`src/rtl/disp_commit_pkg.sv`:
```
package disp_commit_pkg;
   // word addresses of the register bank
   localparam int A_CTRL    = 0;
   localparam int A_MODE    = 1;
   localparam int A_IRQ_EN  = 2;
   localparam int A_IRQ_CLR = 3;
   localparam int A_IRQ_STS = 4;
   localparam int A_CFG0    = 8;

   // control word bits
   localparam int CB_RUN  = 0;
   localparam int CB_STOP = 1;
   localparam int CB_UPD  = 2;

   // interrupt bit positions
   localparam int IB_DONE  = 0;
   localparam int IB_TE    = 1;
   localparam int IB_ERR   = 2;
   localparam int IB_UPD   = 4;
   localparam int IB_VSYNC = 5;
   localparam int IRQ_W    = 6;

   typedef struct packed {
      logic vsync;
      logic upd;
      logic err;
      logic te;
      logic done;
   } irq_evt_t;
endpackage

```
`src/rtl/dcc_sequencer.sv`:
```
module dcc_sequencer (
   input  logic clk,
   input  logic rst_n,
   input  logic ctrl_wr,
   input  logic run_bit,
   input  logic stop_bit,
   input  logic upd_bit,
   input  logic cmd_mode,
   input  logic frame_end,
   output logic running,
   output logic frame_start,
   output logic stop_pend,
   output logic upd_pend,
   output logic load_active,
   output logic done_evt,
   output logic upd_done_evt
);
   logic start, boundary, upd_now, stop_now, copy_upd, stop_hit, cmd_hit, end_frame;

   always_comb begin
      start     = ctrl_wr & run_bit & ~running;
      boundary  = frame_end & running;
      upd_now   = ctrl_wr & upd_bit & ~cmd_mode;
      stop_now  = ctrl_wr & stop_bit & running & ~cmd_mode;
      // video: commit at boundary when pending, or at once when stopped
      copy_upd  = ~cmd_mode & ((boundary & (upd_pend | upd_now)) | (~running & upd_now));
      stop_hit  = ~cmd_mode & boundary & (stop_pend | stop_now);
      cmd_hit   = cmd_mode & boundary;
      end_frame = stop_hit | cmd_hit;
      load_active  = start | copy_upd;
      done_evt     = end_frame;
      upd_done_evt = copy_upd;
   end

   always_ff @(posedge clk or negedge rst_n) begin
      if (!rst_n) begin
         running     <= 1'b0;
         frame_start <= 1'b0;
         stop_pend   <= 1'b0;
         upd_pend    <= 1'b0;
      end else begin
         frame_start <= start;
         if (start)          running <= 1'b1;
         else if (end_frame) running <= 1'b0;
         stop_pend <= running & ~cmd_mode & (stop_pend | stop_now) & ~stop_hit;
         upd_pend  <= running & ~cmd_mode & (upd_pend | upd_now) & ~boundary;
      end
   end
endmodule

```
`src/rtl/dcc_cfg_bank.sv`:
```
module dcc_cfg_bank #(
   parameter int DATA_W  = 32,
   parameter int NUM_CFG = 4,
   parameter int ADDR_W  = 6
) (
   input  logic                      clk,
   input  logic                      rst_n,
   input  logic                      wr_en,
   input  logic [ADDR_W-1:0]         wr_addr,
   input  logic [DATA_W-1:0]         wr_data,
   input  logic                      load_active,
   output logic [NUM_CFG*DATA_W-1:0] active_flat
);
   import disp_commit_pkg::*;

   for (genvar i = 0; i < NUM_CFG; i++) begin : g_slot
      localparam logic [ADDR_W-1:0] SLOT_ADDR = ADDR_W'(A_CFG0 + i);
      logic [DATA_W-1:0] staged_q, active_q;

      always_ff @(posedge clk or negedge rst_n) begin
         if (!rst_n) begin
            staged_q <= '0;
            active_q <= '0;
         end else begin
            if (wr_en && wr_addr == SLOT_ADDR) staged_q <= wr_data;
            if (load_active)                    active_q <= staged_q;
         end
      end

      assign active_flat[i*DATA_W +: DATA_W] = active_q;
   end
endmodule

```
`src/rtl/dcc_irq_unit.sv`:
```
module dcc_irq_unit (
   input  logic                                 clk,
   input  logic                                 rst_n,
   input  logic                                 en_wr,
   input  logic                                 clr_wr,
   input  logic [disp_commit_pkg::IRQ_W-1:0]    wr_bits,
   input  disp_commit_pkg::irq_evt_t            evt,
   output logic [disp_commit_pkg::IRQ_W-1:0]    en_q,
   output logic [disp_commit_pkg::IRQ_W-1:0]    sts_q,
   output logic                                 irq
);
   import disp_commit_pkg::*;

   logic [IRQ_W-1:0] set_vec, clr_vec;

   always_comb begin
      set_vec           = '0;
      set_vec[IB_DONE]  = evt.done;
      set_vec[IB_TE]    = evt.te;
      set_vec[IB_ERR]   = evt.err;
      set_vec[IB_UPD]   = evt.upd;
      set_vec[IB_VSYNC] = evt.vsync;
      clr_vec = clr_wr ? wr_bits : '0;
   end

   always_ff @(posedge clk or negedge rst_n) begin
      if (!rst_n) begin
         en_q  <= '0;
         sts_q <= '0;
      end else begin
         if (en_wr) en_q <= wr_bits;
         sts_q <= (sts_q & ~clr_vec) | set_vec;
      end
   end

   assign irq = |(sts_q & en_q);
endmodule

```
`src/rtl/disp_commit_ctrl.sv`:
```
module disp_commit_ctrl #(
   parameter int DATA_W  = 32,
   parameter int NUM_CFG = 4,
   parameter int ADDR_W  = 6,
   parameter int RD_LAT  = 1
) (
   input  logic                      clk,
   input  logic                      rst_n,
   input  logic                      wr_en,
   input  logic [ADDR_W-1:0]         wr_addr,
   input  logic [DATA_W-1:0]         wr_data,
   input  logic [ADDR_W-1:0]         rd_addr,
   output logic [DATA_W-1:0]         rd_data,
   input  logic                      frame_end,
   input  logic                      te_evt,
   input  logic                      underflow_evt,
   input  logic                      vsync_evt,
   output logic                      running,
   output logic                      frame_start,
   output logic [NUM_CFG*DATA_W-1:0] active_cfg,
   output logic                      irq
);
   import disp_commit_pkg::*;

   if (DATA_W < 8)                     begin : g_bad_w   $error("DATA_W must be at least 8"); end
   if (NUM_CFG < 1)                    begin : g_bad_n   $error("NUM_CFG must be at least 1"); end
   if (A_CFG0 + NUM_CFG > 2**ADDR_W)   begin : g_bad_a   $error("ADDR_W too narrow for NUM_CFG"); end
   if (RD_LAT != 0 && RD_LAT != 1)     begin : g_bad_l   $error("RD_LAT must be 0 or 1"); end

   logic mode_q;
   logic ctrl_wr;
   logic stop_pend, upd_pend, load_active, done_evt, upd_done_evt;
   logic [IRQ_W-1:0] en_w, sts_w;
   irq_evt_t evt;

   assign ctrl_wr = wr_en && wr_addr == ADDR_W'(A_CTRL);

   always_ff @(posedge clk or negedge rst_n) begin
      if (!rst_n)                                     mode_q <= 1'b0;
      else if (wr_en && wr_addr == ADDR_W'(A_MODE))   mode_q <= wr_data[0];
   end

   dcc_sequencer i_seq (
      .clk(clk), .rst_n(rst_n), .ctrl_wr(ctrl_wr),
      .run_bit(wr_data[CB_RUN]), .stop_bit(wr_data[CB_STOP]), .upd_bit(wr_data[CB_UPD]),
      .cmd_mode(mode_q), .frame_end(frame_end),
      .running(running), .frame_start(frame_start),
      .stop_pend(stop_pend), .upd_pend(upd_pend), .load_active(load_active),
      .done_evt(done_evt), .upd_done_evt(upd_done_evt)
   );

   dcc_cfg_bank #(.DATA_W(DATA_W), .NUM_CFG(NUM_CFG), .ADDR_W(ADDR_W)) i_bank (
      .clk(clk), .rst_n(rst_n), .wr_en(wr_en), .wr_addr(wr_addr), .wr_data(wr_data),
      .load_active(load_active), .active_flat(active_cfg)
   );

   always_comb begin
      evt.done  = done_evt;
      evt.te    = te_evt;
      evt.err   = underflow_evt;
      evt.upd   = upd_done_evt;
      evt.vsync = vsync_evt;
   end

   dcc_irq_unit i_irq (
      .clk(clk), .rst_n(rst_n),
      .en_wr(wr_en && wr_addr == ADDR_W'(A_IRQ_EN)),
      .clr_wr(wr_en && wr_addr == ADDR_W'(A_IRQ_CLR)),
      .wr_bits(wr_data[IRQ_W-1:0]), .evt(evt),
      .en_q(en_w), .sts_q(sts_w), .irq(irq)
   );

   logic [DATA_W-1:0] rd_val;

   always_comb begin
      rd_val = '0;
      if (rd_addr == ADDR_W'(A_CTRL)) begin
         rd_val[CB_RUN]  = running;
         rd_val[CB_STOP] = stop_pend;
         rd_val[CB_UPD]  = upd_pend;
      end else if (rd_addr == ADDR_W'(A_MODE)) begin
         rd_val[0] = mode_q;
      end else if (rd_addr == ADDR_W'(A_IRQ_EN)) begin
         rd_val[IRQ_W-1:0] = en_w;
      end else if (rd_addr == ADDR_W'(A_IRQ_STS)) begin
         rd_val[IRQ_W-1:0] = sts_w;
      end
      for (int i = 0; i < NUM_CFG; i++)
         if (rd_addr == ADDR_W'(A_CFG0 + i)) rd_val = active_cfg[i*DATA_W +: DATA_W];
   end

   if (RD_LAT == 1) begin : g_rd_reg
      always_ff @(posedge clk or negedge rst_n) begin
         if (!rst_n) rd_data <= '0;
         else        rd_data <= rd_val;
      end
   end else begin : g_rd_comb
      assign rd_data = rd_val;
   end
endmodule

```
`config.mk`:
```
export PLATFORM = sky130hd
export DESIGN_NAME = disp_commit_ctrl
export DESIGN_NICKNAME = d
export VERILOG_FILES = /design/src/rtl/disp_commit_pkg.sv /design/src/rtl/dcc_sequencer.sv /design/src/rtl/dcc_cfg_bank.sv /design/src/rtl/dcc_irq_unit.sv /design/src/rtl/disp_commit_ctrl.sv
export SDC_FILE = /design/constraint.sdc
export NUM_CORES = 1
export LEC_CHECK = 0
export BUFFER_PORTS_ARGS = -buffer_cell sky130_fd_sc_hd__buf_4
export CAP_MARGIN = 10
export CORE_UTILIZATION = 47
export DETAILED_ROUTE_END_ITERATION = 16
export PLACE_DENSITY_LB_ADDON = 0.05
export SYNTH_ARGS = -nofsm -noshare
export SYNTH_HDL_FRONTEND = slang
export SYNTH_SLANG_ARGS = --single-unit
```
`constraint.sdc`:
```
create_clock -name clk -period 2.3 [get_ports clk]
set_clock_uncertainty 0.2 [all_clocks]
set_input_delay 0.115 -clock clk [delete_from_list [all_inputs] [get_ports clk]]
set_output_delay 0.115 -clock clk [all_outputs]
set_load 0.005 [all_outputs]
```
==> metrics.cfg, run 1 <==
[synth]
number_of_enable_type_register_cells_in_the_synthesized_netlist=0
synthDominantCellAreaShare=0.592
asyncSetResetFlopFracSynth=1.00
postSynthNetCount=824
synth.cells.most_frequent=sky130_fd_sc_hd__dfrtp_1 (305), sky130_fd_sc_hd__mux2_2 (147), sky130_fd_sc_hd__mux2_4 (120)
yosys_warnings=0
postSynthRegisterBits=305
yosysSeqAreaShare=0.592
most_frequently_used_cell_type_in_the_post_synthesis_netlist=sky130_fd_sc_hd__dfrtp_1
synth_top_flop_cell=sky130_fd_sc_hd__dfrtp_1
synth_cell_types=43
post_synth_inst_count=773
synth.area.top_cells=sky130_fd_sc_hd__dfrtp_1 (59%), sky130_fd_sc_hd__mux2_4 (14%), sky130_fd_sc_hd__mux2_2 (13%)
synthesis.area_mm2=0.0129
syn_area_per_cell_um2=16.7
library_cell_occupying_the_most_area_in_the_post_synthesis_netlist=sky130_fd_sc_hd__dfrtp_1

[sta]
fin_crit_ps=2140
timing_worst_slew_pin_value_ps=1070
rsz0062_at_grt=no
timing.hold.ws_ps=70.6
layout_worst_path_cycle_share=0.933
relSlewSlack=0.285
setup_tns_ps=0
finalSetupViolCount=0
max_freq_mhz=466
timing.final.hold_violations=0
timing.final.max_slew_violations=0

[clock_network]
cts_tree=built
numClockSinks=305
worstSkewPairLatency_ps=490
cts.repair_timing.setup_buffer_count=0
cts_htree_levels=2
cts_buffers=34
reg_clk_slew_reported_paths_ps=60
deepest_clock_path_buffer_count=3
clock-root-buffer=sky130_fd_sc_hd__clkbuf_16

[setup_path]
critical_path.slowest_cell=sky130_fd_sc_hd__nor4b_2
cpLargestDelayFamily=simple AND/OR/NAND/NOR gates
critical_path.max_stage_delay_ps=920
crit_path_dat_ps=2310
cp_cell_sequence=dlygate4sd3_1 -> buf_4 -> nor4b_2 -> nand2_1 -> a21oi_1 -> o22ai_1
critical_path_peak_fanout=6
critPathLaunchType=input pin
endpoint_class_of_the_critical_path=flop
terminus_of_the_critical_flop_to_flop_path=i_bank.g_slot[0].active_q[6]
setup.worst_path.class=in2reg
worst-r2r-cell-count=5
timing.reg2reg.setup_slack_ps=180
cp.buffers_inverters=2
timing.rr.start=mode_q
worst_ep_required_time_ps=2470

[routing]
avg_vias_per_cell=5.29
routed_wire_length_per_instance_um=20.4
vias=7528
drt_wl_total_um=29000
drt-initial-drc-count=422
detail_route.first_pass.iterations=4
route.detailed.drc=0
drt.antenna.violating_nets=0

[floorplan]
fp.dieH_um=168
initial_cell_density_of_the_core=0.478
fp.dieW_um=168
placement_rows=60
fp.coreArea_mm2=0.0270
design.portCount=214
die_area_mm2=0.0281

[placement]
dp_hpwl_um=18800
gp_congestion=0.851
port_buffers=213
dp.cells=1306

[power]
power_density_mw_per_mm2=758
totalPowerFinal_mw=12.6
ir_worst_vdd_mv=0.599
total_leakage_power_nw=8.65

[global_route]
grt_max_degree=73
globalRouteTotalUtil=0.215
globalRouteOverflowTotal=0
vias_in_the_first_global_route=8052
grt_pass1_wl_um=46600
antenna_violations_before_repair=1

[finish]
fill_cells=2056
layout.area.seq_mm2=0.00763
fin_cells=1424
drive_gt1_frac=0.546
layout-area-overhead-vs-synth_pct=28.7
num-nets-final=1109
multi_input_area_mm2=0.00489

[worst_hold_path]
timing.hold.worst.class=in2reg
hold_end=i_seq.upd_pend
hold_path_startpoint=wr_addr[4]
timing.hold.worst_path_depth=6

[job]
maxCapViolations=0

[status]
status=finished clean

[worst min-delay path, delay by kind of cell]
kind	cells	cell delay, ps
AOI/OAI and AO/OA	1	140
and+or+nand+nor	3	240
buffers and inverters	2	230
[cell usage in the layout (no fill, tap or decap), types with 2 or more instances in the layout]
cell and count:
sky130_fd_sc_hd__a211oi_1 2, sky130_fd_sc_hd__a21boi_0 2, sky130_fd_sc_hd__a21o_1 3, sky130_fd_sc_hd__a21oi_1 9, sky130_fd_sc_hd__a22oi_1 8, sky130_fd_sc_hd__and2_1 26, sky130_fd_sc_hd__buf_12 11, sky130_fd_sc_hd__buf_4 224
sky130_fd_sc_hd__clkbuf_1 8, sky130_fd_sc_hd__clkbuf_16 35, sky130_fd_sc_hd__clkbuf_8 13, sky130_fd_sc_hd__clkinv_2 2, sky130_fd_sc_hd__dfrtp_1 305, sky130_fd_sc_hd__dlygate4sd3_1 56, sky130_fd_sc_hd__inv_1 4, sky130_fd_sc_hd__mux2_2 147
sky130_fd_sc_hd__mux2_4 120, sky130_fd_sc_hd__mux2i_1 4, sky130_fd_sc_hd__mux4_2 26, sky130_fd_sc_hd__nand2_1 13, sky130_fd_sc_hd__nand2b_1 5, sky130_fd_sc_hd__nand3_1 2, sky130_fd_sc_hd__nand3b_1 2, sky130_fd_sc_hd__nor2_1 8
sky130_fd_sc_hd__nor2b_1 8, sky130_fd_sc_hd__nor3_1 3, sky130_fd_sc_hd__nor4b_1 2, sky130_fd_sc_hd__nor4b_2 2, sky130_fd_sc_hd__o21a_1 2, sky130_fd_sc_hd__o21ai_0 3, sky130_fd_sc_hd__o22a_1 2, sky130_fd_sc_hd__o22ai_1 6
[sequential cells by signal, indices dropped and copies added, names as in the netlist]
signal                  cells
mode_q                      1
i_bank.g_slot.active_q    128
i_seq.frame_start           1
i_bank.g_slot.staged_q    128
i_seq.stop_pend             1
i_irq.en_q                  6
i_seq.upd_pend              1
rd_data                    32
i_seq.running               1
i_irq.sts_q                 6
[through the flow]
| stage | setup WS, ps | utilization | instance area (um2) |
|---|---|---|---|
| final | 155 | 0.616 | 16600 |
| after global routing | 1.64 | 0.615 | 16600 |
| after CTS | 12.0 | 0.616 | 16600 |
| after detailed placement | 143 | 0.552 | 14900 |
| after global placement | 141 | 0.552 | 14900 |
| after floorplan | 248 | - | 12900 |
[cell families (layout without fill, tap and decap cells)]
| logic type | count (synthesis) | count (layout) | synth area share |
|---|---|---|---|
| other | 0 | 1 | 0 |
| buffers and inverters | 48 | 357 | 0.0298 |
| AOI/OAI and AO/OA | 46 | 46 | 0.0252 |
| and+or+nand+nor | 77 | 77 | 0.0358 |
| DFF | 305 | 305 | 0.592 |
| muxes | 297 | 297 | 0.317 |
[where the power goes]
part | leakage (nW) | total [mW] | switching [mW] | internal, mW
sequential | 4.14 | 6.06 | 0.270 | 5.79
combinational | 3.95 | 1.14 | 0.434 | 0.706
clock | 0.561 | 5.37 | 2.05 | 3.32
total | 8.65 | 12.6 | 2.75 | 9.82
[metal layers]
layer  GRT usage  routed length [um]
met4      0.0507                 390
met3      0.0364                1290
met5           0                   0
met1       0.293               12900
met2       0.359               14400
[what timing repair did]
item                                   CTS  global route
gates resized for setup                  0             1
endpoints found under the hold margin  456             0
hold buffers                            58             0
setup endpoints to repair                0             1
[cell type report]
class,count,share of cell area
diodes,1,0.000151
clock buffers,56,0.0654
clock inverters,4,0.00294
inverters,4,0.000905
multi-input cells,420,0.295
flip-flops and latches,305,0.460
well taps,341,0.0257
repair buffers,293,0.150
[worst max-delay path by stage]
stage	startpoint	to	slack, ps	depth (start not counted)
after floorplan	wr_addr[2]	i_bank.g_slot[0].active_q[10]	250	6
after global routing	rd_addr[2]	rd_data[2]	2	6
after global placement	wr_addr[2]	i_bank.g_slot[0].active_q[13]	140	6
final	rd_addr[2]	rd_data[1]	160	6
after detailed placement	wr_addr[2]	i_bank.g_slot[0].active_q[13]	140	6
after CTS	rd_addr[2]	rd_data[5]	10	8
Power figures use the tool's default switching activity.
==> run 2, diff against run 1 <==
--- a/config.mk
+++ b/config.mk
@@ -7,6 +7,7 @@
 export LEC_CHECK = 0
 export BUFFER_PORTS_ARGS = -buffer_cell sky130_fd_sc_hd__buf_4
 export CAP_MARGIN = 10
+export CORE_MARGIN = 4
 export CORE_UTILIZATION = 47
 export DETAILED_ROUTE_END_ITERATION = 16
 export PLACE_DENSITY_LB_ADDON = 0.05
==> run 2 against run 1 <==
Highest routed layer unchanged. Worst hold slack got worse by 64 ps. Utilization increased by 0.084 points. Critical path type unchanged. Largest power group unchanged. Non-clock buffer count grew 4. Count of clock-buffer cells in the layout decreased by 5.
==> metrics.cfg, run 2 (synthesis results as in run 1) <==
[clock_network]
deepest_clock_path_buffer_count=3  ; unchanged
clock-root-buffer=sky130_fd_sc_hd__clkbuf_16
cts_tree=built
reg_clk_slew_reported_paths_ps=50  ; about the same
cts_htree_levels=2  ; unchanged
cts.repair_timing.setup_buffer_count=0  ; unchanged
worstSkewPairLatency_ps=510  ; +20 ps
cts_buffers=35  ; +2.9%
numClockSinks=305  ; unchanged

[power]
ir_worst_vdd_mv=0.580  ; -3.2%
relative_contribution_of_the_clock_network_to_total_power=0.431  ; +0.004
totalPowerFinal_mw=12.7  ; +0.67%
switching_share=0.223  ; +0.00379
power_density_mw_per_mm2=762  ; +0.54%
total_leakage_power_nw=8.65  ; about the same
internal_power_mw=9.83  ; +0.18%
switchingPower_mw=2.82  ; +2.4%
seqPwrFrac=0.479  ; -0.003
power.share.combinational=0.090  ; about the same

[setup_path]
crit_path_dat_ps=2420  ; +110 ps
terminus_of_the_critical_flop_to_flop_path=i_bank.g_slot[0].active_q[7]
timing.rr.start=mode_q
setup.worst_path.class=in2reg
worst_ep_required_time_ps=2530  ; +60 ps
critical_path_peak_fanout=26  ; +20
critical_path.slowest_cell=sky130_fd_sc_hd__or4_4
worst-r2r-cell-count=5  ; unchanged
critical-path-top-cell-by-count=sky130_fd_sc_hd__dlygate4sd3_1
endpoint_class_of_the_critical_path=flop
cp-startpoint=rd_addr[0]
timing.reg2reg.setup_slack_ps=130  ; -50 ps
critical_path.max_stage_delay_ps=600  ; -320 ps
cp_cell_sequence=dlygate4sd3_1 -> buf_6 -> or4_4 -> o22ai_1 -> o21a_1 -> dlygate4sd3_1
critPathLaunchType=input pin

[worst_hold_path]
timing.hold.worst.class=in2reg
hold_end=rd_data[4]
hold_path_startpoint=rd_addr[2]
timing.hold.worst_path_depth=5  ; -1

[floorplan]
fp.dieW_um=174  ; +3.6%
fp.dieH_um=174  ; +3.6%
fp.coreArea_mm2=0.0270  ; unchanged
die_area_mm2=0.0301  ; +7.3%
placement_rows=60  ; unchanged
initial_cell_density_of_the_core=0.478  ; unchanged
design.portCount=214  ; unchanged

[sta]
rsz0062_at_grt=no
setup_tns_ps=0  ; unchanged
relSlewSlack=0.639  ; +0.354
layout_worst_path_cycle_share=0.953  ; +0.0199
timing.hold.ws_ps=6.22  ; -64.3 ps
timing.final.max_slew_violations=0  ; unchanged
fin_crit_ps=2190  ; +45.9 ps
finalSetupViolCount=0  ; unchanged
fin_ws_ps=109  ; -45.9 ps
timing_worst_slew_pin_value_ps=541  ; -528 ps
max_freq_mhz=456  ; -2.1%
timing.final.hold_violations=0  ; unchanged

[finish]
fill_cells=2065  ; +0.44%
drive_gt1_frac=0.549  ; +0.00301
layout.area.seq_mm2=0.00763  ; unchanged
mostFrequentLayoutCell=sky130_fd_sc_hd__dfrtp_1
layout_top_registers=i_bank.g_slot.active_q x128, i_bank.g_slot.staged_q x128, rd_data x32
leading_cell_types_in_the_layout_fill_and_taps_excluded=sky130_fd_sc_hd__dfrtp_1 (305), sky130_fd_sc_hd__buf_4 (227), sky130_fd_sc_hd__mux2_2 (147)
multi_input_area_mm2=0.00490  ; +0.23%
layout-area-overhead-vs-synth_pct=28.9
post-route-cell-area_mm2=0.0166  ; +0.14%
num-nets-final=1114  ; +0.45%
fin_cells=1429  ; +0.35%
fin_util=0.616  ; +0.000836

[global_route]
globalRouteOverflowTotal=0  ; unchanged
vias_in_the_first_global_route=8601  ; +6.8%
globalRouteTotalUtil=0.202  ; -0.0123
grt_max_degree=71  ; -2.7%
grt_pass1_wl_um=49000  ; +5.2%
antenna_violations_before_repair=2  ; +1

[placement]
placed_cell_area_mm2=0.0149  ; -0.12%
dp.cells=1307  ; +0.077%
dp_hpwl_um=19900  ; +6.1%
gp_congestion=0.854  ; +0.28%
placement.setup.worst_slack_ps=113  ; -30.6 ps
port_buffers=213  ; unchanged

[job]
maxCapViolations=0  ; unchanged

[routing]
drt_wl_total_um=30200  ; +4.3%
route.detailed.drc=0  ; unchanged
drt.antenna.violating_nets=0  ; unchanged
detail_route.first_pass.iterations=4  ; unchanged
routed_wire_length_per_instance_um=21.2  ; +4.0%
vias=7558  ; +0.40%
avg_vias_per_cell=5.29  ; about the same
drt-initial-drc-count=426  ; +0.95%

[status]
status=finished clean

run 2: cell count changes in the layout (fill, tap and decap cells not counted), sizes merged:
cell	previous run	this run
bufinv	1	2
clkbuf	56	51
clkinv	2	6
clkinvlp	0	1
dlygate4sd3	56	60
run 2: power by group through the flow:
stage / clock network, mW / logic, mW / registers [mW]
3_5_place_dp: 0 / 1.09 / 6.16
2_1_floorplan: 0 / 0.592 / 6.06
4_1_cts: 5.58 / 1.16 / 6.06
3_3_place_gp: 0 / 1.04 / 6.12
5_1_grt: 5.81 / 1.26 / 6.11
6_report: 5.45 / 1.14 / 6.06
run 2: layout make-up:
type	count	share of cell area
diodes	1	0.000151
clock buffers	51	0.0624
clock inverters	10	0.00640
inverters	4	0.000904
multi-input cells	420	0.295
flip-flops and latches	305	0.459
well taps	341	0.0257
repair buffers	297	0.150
run 2: metal layers:
| metal | up-vias | part of all wire | wire [um] | GRT usage |
|---|---|---|---|---|
| met5 | - | 0 | 0 | 0 |
| met4 | 0 | 0.025 | 753 | 0.0597 |
| met3 | 54 | 0.050 | 1520 | 0.0401 |
| met2 | 209 | 0.50 | 15000 | 0.339 |
| met1 | 3910 | 0.43 | 12900 | 0.270 |
| li1 | 3385 | - | - | - |
run 2: worst max-delay path, delay by kind of cell:
family | cells | cell delay [ps]
AO/OA/AOI/OAI | 2 | 340
buffers and inverters | 3 | 1340
AND/OR/NAND/NOR | 1 | 600
run 2: what timing repair did:
item                                   CTS  global route
hold buffers                            58             3
resized for setup                        0             4
endpoints found under the hold margin  482             2
setup endpoints to repair                0             1
run 2: worst max-delay path by stage:
stage | slack [ps] | end | cells past startpoint
after floorplan | 250 | i_bank.g_slot[0].active_q[10] | 6
after global placement | 130 | i_bank.g_slot[3].active_q[14] | 6
after detailed placement | 110 | i_bank.g_slot[2].active_q[15] | 6
after CTS | 20 | rd_data[5] | 8
after global routing | 8 | i_bank.g_slot[0].active_q[7] | 5
final | 110 | rd_data[5] | 6
